### src/rtl/tdm_node_pkg.sv
`timescale 1ns/1ps
package tdm_node_pkg;
  localparam int CH_NUM = 2;   // left, right
  localparam int CH_LEFT  = 0;
  localparam int CH_RIGHT = 1;
endpackage

### src/rtl/tdm_slot_pack.sv
`timescale 1ns/1ps
module tdm_slot_pack #(
  parameter int SLOT_W   = 32,
  parameter int AUX_W    = 8,
  parameter int WORD_MIN = 16,
  parameter int WORD_MAX = SLOT_W - AUX_W,
  parameter int LEN_W    = $clog2(WORD_MAX + 1)
) (
  input  logic [WORD_MAX-1:0] sample,
  input  logic [AUX_W-1:0]    aux,
  input  logic [LEN_W-1:0]    len,
  input  logic                aux_en,
  output logic [SLOT_W-1:0]   slot
);
  logic [LEN_W-1:0]  len_c;
  logic [SLOT_W-1:0] body;

  always_comb begin
    if (len < LEN_W'(WORD_MIN))      len_c = LEN_W'(WORD_MIN);
    else if (len > LEN_W'(WORD_MAX)) len_c = LEN_W'(WORD_MAX);
    else                             len_c = len;
    // move sample bit len-1 up to the slot MSB; lower slot bits fill with zeros
    body = {sample, {AUX_W{1'b0}}} << (LEN_W'(WORD_MAX) - len_c);
    slot = body | (aux_en ? {{WORD_MAX{1'b0}}, aux} : '0);
  end
endmodule

### src/rtl/tdm_frame_gen.sv
`timescale 1ns/1ps
module tdm_frame_gen #(
  parameter int PERIOD = 256
) (
  input  logic clk,
  input  logic rst,
  input  logic master_en,
  output logic pulse
);
  localparam int CW = (PERIOD > 1) ? $clog2(PERIOD) : 1;
  localparam logic [CW-1:0] LAST = CW'(PERIOD - 1);

  logic [CW-1:0] cnt;

  always_ff @(posedge clk) begin
    if (rst) begin
      cnt   <= '0;
      pulse <= 1'b0;
    end else begin
      pulse <= master_en && (cnt == LAST);
      cnt   <= (cnt == LAST) ? '0 : cnt + 1'b1;
    end
  end
endmodule

### src/rtl/tdm_shift_reg.sv
`timescale 1ns/1ps
module tdm_shift_reg #(
  parameter int W = 64
) (
  input  logic         clk,
  input  logic         rst,
  input  logic         load,
  input  logic [W-1:0] par_in,
  input  logic         ser_in,
  output logic [W-1:0] q,
  output logic         ser_out
);
  always_ff @(posedge clk) begin
    if (rst)       q <= '0;
    else if (load) q <= par_in;
    else           q <= {q[W-2:0], ser_in};
  end

  assign ser_out = q[W-1];
endmodule

### src/rtl/tdm_chain_node.sv
`timescale 1ns/1ps
module tdm_chain_node
  import tdm_node_pkg::*;
#(
  parameter int SLOT_W    = 32,
  parameter int AUX_W     = 8,
  parameter int WORD_MIN  = 16,
  parameter int CHAIN_LEN = 4,
  localparam int WORD_MAX = SLOT_W - AUX_W,
  localparam int LEN_W    = $clog2(WORD_MAX + 1)
) (
  input  logic                clk,
  input  logic                rst,
  input  logic                master_en,
  input  logic                frame_in,
  output logic                frame_out,
  input  logic [LEN_W-1:0]    word_len,
  input  logic                aux_en,
  input  logic [WORD_MAX-1:0] left_word,
  input  logic [WORD_MAX-1:0] right_word,
  input  logic [AUX_W-1:0]    left_aux,
  input  logic [AUX_W-1:0]    right_aux,
  input  logic                tdm_in,
  output logic                sdata_out
);
  localparam int REG_W  = CH_NUM * SLOT_W;
  localparam int PERIOD = CHAIN_LEN * REG_W;

  logic [WORD_MAX-1:0] ch_word [CH_NUM];
  logic [AUX_W-1:0]    ch_aux  [CH_NUM];
  logic [SLOT_W-1:0]   ch_slot [CH_NUM];
  logic [REG_W-1:0]    par_frame;
  logic [REG_W-1:0]    frame_bits;
  logic                gen_pulse;
  logic                load;

  assign ch_word[CH_LEFT]  = left_word;
  assign ch_word[CH_RIGHT] = right_word;
  assign ch_aux[CH_LEFT]   = left_aux;
  assign ch_aux[CH_RIGHT]  = right_aux;

  for (genvar c = 0; c < CH_NUM; c++) begin : g_ch
    tdm_slot_pack #(
      .SLOT_W(SLOT_W), .AUX_W(AUX_W), .WORD_MIN(WORD_MIN),
      .WORD_MAX(WORD_MAX), .LEN_W(LEN_W)
    ) u_pack (
      .sample(ch_word[c]), .aux(ch_aux[c]), .len(word_len),
      .aux_en(aux_en), .slot(ch_slot[c])
    );
    // channel 0 takes the high slot so that it leaves first
    assign par_frame[REG_W-1-c*SLOT_W -: SLOT_W] = ch_slot[c];
  end

  tdm_frame_gen #(.PERIOD(PERIOD)) u_fgen (
    .clk(clk), .rst(rst), .master_en(master_en), .pulse(gen_pulse)
  );

  assign load      = master_en ? gen_pulse : frame_in;
  assign frame_out = gen_pulse;

  tdm_shift_reg #(.W(REG_W)) u_shift (
    .clk(clk), .rst(rst), .load(load), .par_in(par_frame),
    .ser_in(tdm_in), .q(frame_bits), .ser_out(sdata_out)
  );
endmodule

### config.mk
export PLATFORM = sky130hd
export DESIGN_NAME = tdm_chain_node
export DESIGN_NICKNAME = d
export VERILOG_FILES = /design/src/rtl/tdm_node_pkg.sv /design/src/rtl/tdm_slot_pack.sv /design/src/rtl/tdm_frame_gen.sv /design/src/rtl/tdm_shift_reg.sv /design/src/rtl/tdm_chain_node.sv
export SDC_FILE = /design/constraint.sdc
export NUM_CORES = 1
export LEC_CHECK = 0
export BUFFER_PORTS_ARGS = -buffer_cell sky130_fd_sc_hd__buf_4
export CAP_MARGIN = 20
export CORE_AREA = 2 2 102 104
export CTS_CLUSTER_DIAMETER = 80
export DETAILED_ROUTE_END_ITERATION = 10
export DIE_AREA = 0 0 104 106
export GPL_TIMING_DRIVEN = 0
export MAX_ROUTING_LAYER = met4
export PLACE_DENSITY = 0.76
export SETUP_SLACK_MARGIN = 0.05
export SLEW_MARGIN = 20
export SYNTH_ARGS = -nofsm -noshare
export SYNTH_HDL_FRONTEND = slang
export SYNTH_SLANG_ARGS = --single-unit
### constraint.sdc
create_clock -name clk -period 6.7 [get_ports clk]
set_clock_uncertainty 0.05 [all_clocks]
set_input_delay 0.335 -clock clk [delete_from_list [all_inputs] [get_ports clk]]
set_output_delay 0.335 -clock clk [all_outputs]
set_load 0.01 [all_outputs]
; ---- Yosys cells after proc, flatten, opt, wreduce, memory -nomap -nowiden
; Index checks and enable logic that the tools add are counted.
[op_classes]
add_sub_neg = 2
order_cmp = 2
eq_ne = 1
shift = 2
mux = 6
bitwise_logic = 2
reduce_logical = 2
[ops]
columns = cell, count
row1 = $mux W64, 1
row2 = $or A32 B32 Y32, 2
row3 = $shl A32 B5 Y32, 2
row4 = $mux W8, 2
row5 = $mux W5, 2
row6 = $add A8 B1 Y8 const B, 1
row7 = $eq A8 B8 Y1 const B, 1
row8 = $gt A5 B5 Y1 const B, 1
row9 = $lt A5 B5 Y1 const B, 1
row10 = $sub A5 B5 Y5 const A, 1
row11 = $reduce_or A2 Y1, 1
row12 = $logic_and A1 B1 Y1, 1
row13 = $mux W1, 1
[totals]
ff_bits = 73
in_bits = 75
elab_cells = 20

; ---- Logic depth before layout (Yosys ltp)
[depth]
ltp_word = 7
mapped_depth = 16
mapped_depth_nobuf = 9

; ---- Cells and area by module
; A second synthesis with hierarchy kept.
[unflattened]
hier_cells = 727
area_unflattened_um2 = 6099.6
[modules_own_cells]
columns = mod, n_inst, cells_each, area_each_um2, seq_area_each_um2
row1 = tdm_slot_pack, 2, 240, 1712.9, 0.0
row2 = tdm_shift_reg, 1, 207, 2298.5, 1281.2
row3 = tdm_frame_gen, 1, 39, 360.3, 180.2
row4 = tdm_chain_node, 1, 1, 15.0, 0.0

; ---- Least setup slack after synthesis
; No wires, ideal clock.
[synth_timing]
path_kind = input to register
from = in word_len[3]
to = reg u_shift.q[63]
setup_ps = 122
arrival_ps = 3042
t_required_ps = 6528
path_slack_ps = 3486
cell_stages = 14
n_path_buf = 5
cell_sequence = and3b_1 > buf_2 > inv_2 > buf_4 > buf_4 > buf_2 > ha_1 > buf_6 > xnor2_2 > mux2_2 > o32a_1 > a32oi_1 > nor3_1 > a221o_1
[synth_between]
elab_chain_cells = 7
elab_cells_between_ends = 8
[synth_lines]
columns = element, line
row1 = start: declaration, tdm_chain_node.sv:17  ; input logic [LEN_W-1:0] word_len,
row2 = $gt A5 B5 Y1, tdm_slot_pack.sv:20  ; else if (len > LEN_W'(WORD_MAX)) len_c = LEN_W'(WORD_MAX);
row3 = $mux W5, tdm_slot_pack.sv:20
row4 = $mux W5 *, tdm_slot_pack.sv:19  ; if (len < LEN_W'(WORD_MIN)) len_c = LEN_W'(WORD_MIN);
row5 = $sub A5 B5 Y5 *, tdm_slot_pack.sv:23  ; body = {sample, {AUX_W{1'b0}}} << (LEN_W'(WORD_MAX) - len_c);
row6 = $shl A32 B5 Y32 *, tdm_slot_pack.sv:23
row7 = $or A32 B32 Y32 *, tdm_slot_pack.sv:24  ; slot = body | (aux_en ? {{WORD_MAX{1'b0}}, aux} : '0);
row8 = $mux W64 *, tdm_shift_reg.sv:15  ; else if (load) q <= par_in;
row9 = end signal: assignment, tdm_shift_reg.sv:15
row10 = end signal: assignment, tdm_shift_reg.sv:16  ; else q <= {q[W-2:0], ser_in};
row11 = end: declaration, tdm_shift_reg.sv:10  ; output logic [W-1:0] q,
; Every way passes the cells marked *; elsewhere a longest branch is shown, timed or not.
; A chain may end at the register's enable or synchronous reset.

; ---- Worst setup path after layout
[layout_timing]
from = in word_len[3]
to = reg u_shift.q[19]
; The elaborated chain is that of the path after synthesis.

==> metrics.txt <==
Nets 822; WL/cell 23.3 um; Hold EP u_shift.q[0]; Clock Latency Late Sink ~0.34 ns; Post-Syn Nets about 740; layer with the highest usage met2; num ports 77; Crit Path Class primary input to flip-flop; Longest Clk Path Bufs 2; Final Wtd Congestion 1.05; grt met1 use 50.5%; WP data required a little under 7 ns; initial antenna violation count 0; setup total negative slack 0 ns; DIE AREA 11,000 um^2; ratio of cells with drive above 1 in the final layout 21.6%; RSZ-0062 raised after global routing no; Synth-to-Final Area Change 18.2%; first-pass GRT wire length about 32,000 um; # resized after CTS 0; Reg2Reg Launch Point u_fgen.pulse; CP Capture Type flip-flop; cells after synthesis 659; period utilization 59.8%; total gr overflow 0; Port Buffers 75; Die W about 100 um; TritonCTS clock tree yes; core area 10000 um^2; status complete, no violations; Pleak approximately 2.6 nW; Seq/Total Area, Yosys approximately 27%; Area after DPL 6110 um^2; FMAX ~0.25 GHz; postcts setup bufs 0; Reg clk slew, reported paths approximately 0.070 ns; Final Max Tran Viols 0; met3 Use GR between 10% and 20%; CTS Buf Count 9; Tmin final approximately 4.0 ns; WP data arrival approximately 4.2 ns; largest net degree at the start of global routing 13; worst reg2reg endpoint u_shift.q[59]; Initial DRC Count 883; DRT Pass-1 Iters 6; Initial Utilization a little over half; hold depth 3; # Max-Cap Violations 0; final wirelength 20,700 um; CTS sink cnt 73; Synth cell types 73; Synth Cell Area around 5400 um^2; Register-to-Register Path Depth 6; r2r setup slk 4.74 ns; Final Hold Vio Count 0; dpl hpwl 15,700 um; Vias 5,964; Site Rows 37; Die Y 106 um; Hold WC Path Type primary input to flip-flop; DRC Markers 0; Hold Path Origin tdm_in; crit path max fanout 10; Cell Pwr Density about 200 nW/um^2; GR Util All Layers 38.3%; Post-synth EDFFs 0; met2 GRT Util 55.1%; post-route cell area ~6400 um^2; H-tree depth 3; cts hold-fix bufs 0; vias in the first global route ~5.6k; FFs w/ async S/R, synth 0%; Slew @ Worst Pin 0.844 ns; Synthesis Warnings 0; crit path launch type primary input; Avg Inst Size Synth 8.16 um^2; Worst slew margin 43.0%; Primary FF master, synth dfxtp_1; flop and latch count out of synthesis 73; via-per-instance ratio 6.73; Filler cells ~900; Clock Root Buffer clkbuf_8; Final ANT Viol Nets 0; # setup viols final 0; Ant. Diodes 0; maximum vdd ir drop between 0.00015 and 0.0002 V
## flip-flops by register name (all words and copies together) (netlist names)
signal and flops:
u_fgen.cnt 8, u_fgen.pulse 1, u_shift.q 64
## synthesized netlist by cell type (all sizes together), types with 7 or more instances
cell type | count | area (um^2)
and2 | 7 | 43.8
a32oi | 8 | 70.1
nor3 | 15 | 80.1
dfxtp | 73 | 1460
nor2b | 8 | 50.1
mux2i | 60 | 601
clkbuf | 23 | 88.8
nor2 | 60 | 225
buf | 33 | 199
nand2 | 79 | 297
a221o | 8 | 80.1
a21oi | 44 | 220
mux4 | 7 | 158
nand3 | 26 | 130
mux2 | 17 | 191
o21ai | 30 | 150
a31oi | 7 | 43.8
a22oi | 17 | 128
o221ai | 8 | 70.1
a211oi | 9 | 67.6
o32ai | 7 | 61.3
and3 | 9 | 56.3
## how the worst max path moves through the flow
| stage | startpoint | end | cells after the start |
|---|---|---|---|
| 4_1_cts | word_len[3] | u_shift.q[55] | 15 |
| 3_3_place_gp | word_len[3] | u_shift.q[63] | 15 |
| 3_5_place_dp | word_len[3] | u_shift.q[55] | 15 |
| 5_1_grt | word_len[3] | u_shift.q[63] | 15 |
| 2_1_floorplan | word_len[3] | u_shift.q[63] | 14 |
| 6_report | word_len[3] | u_shift.q[19] | 14 |
## area by class of cell
class                           count  area, um^2  share of cell area [%]
Buffer                             56         288                    4.53
Clock buffer                       11         141                    2.23
Clock inverter                      5         103                    1.62
Inverter                            7        26.3                   0.414
Multi-Input combinational cell    523        3600                    56.7
Sequential cell                    73        1460                    23.0
Tap cell                          136         170                    2.68
Timing Repair Buffer               75         563                    8.86
## report_power, final
| group | switching [mW] | internal [mW] | total [mW] |
|---|---|---|---|
| Clock | 0.156 | 0.257 | 0.413 |
| Combinational | 0.246 | 0.154 | 0.400 |
| Sequential | 0.00737 | 0.456 | 0.463 |
| Total | 0.409 | 0.867 | 1.28 |
## cells in the final DEF (no fill, tap or decap), types with 6 or more instances in the layout
cell type	netlist	layout
nor2_1	60	60
mux2i_1	60	60
mux4_2	7	7
clkbuf_8	0	10
a32oi_1	8	8
and3_1	9	9
buf_4	11	86
a211oi_1	9	9
nor2b_1	8	8
a221o_1	8	8
nand2_1	79	79
a31oi_1	7	7
buf_2	15	15
nor3_1	14	14
and2_1	7	7
mux2_2	17	17
dfxtp_1	73	73
clkbuf_1	21	22
nand3_1	26	26
a22oi_1	17	17
or2_2	6	6
o211ai_1	6	6
o221ai_1	8	8
o21ai_0	28	28
o32ai_1	7	7
a21oi_1	44	44
## routing by layer
metal  part of all wire (%)  vias up  wire (um)
li1                       -     2660          -
met1                     41     2838       8510
met2                     43      394       8880
met3                     11       72       2350
met4                    4.5        0        935
met5                      0        -          0
## logic make-up after synthesis
| kind of cell | synth area share [%] |
|---|---|
| AO/OA/AOI/OAI | 26.1 |
| XOR/XNOR | 2.26 |
| adder cells (fa/ha/maj) | 0.465 |
| buffers and inverters | 5.84 |
| flip-flops | 27.2 |
| multiplexers | 17.7 |
| AND/OR/NAND/NOR | 20.5 |
## through the flow
step	instances	setup WS [ns]	power (mW)	utilization (%)	hold WS, ns
floorplan	659	3.49	0.708	-	0.351
global placement	870	2.51	0.851	61.1	0.374
detailed placement	870	2.50	0.854	61.1	0.381
CTS	886	2.86	1.26	63.5	0.187
global route	886	2.60	1.32	63.5	0.203
finish	886	2.69	1.28	63.5	0.193
## critical path: stages
cell and delay (ns):
buf_4 0.12, and3b_1 0.19, buf_2 0.24, inv_2 0.14
buf_4 0.23, buf_4 0.21, buf_2 0.22, ha_1 0.35
buf_2 0.29, clkbuf_1 0.49, buf_1 0.57, mux2i_1 0.45
a32oi_1 0.11, a31oi_1 0.24
Power figures use the tool's default switching activity.
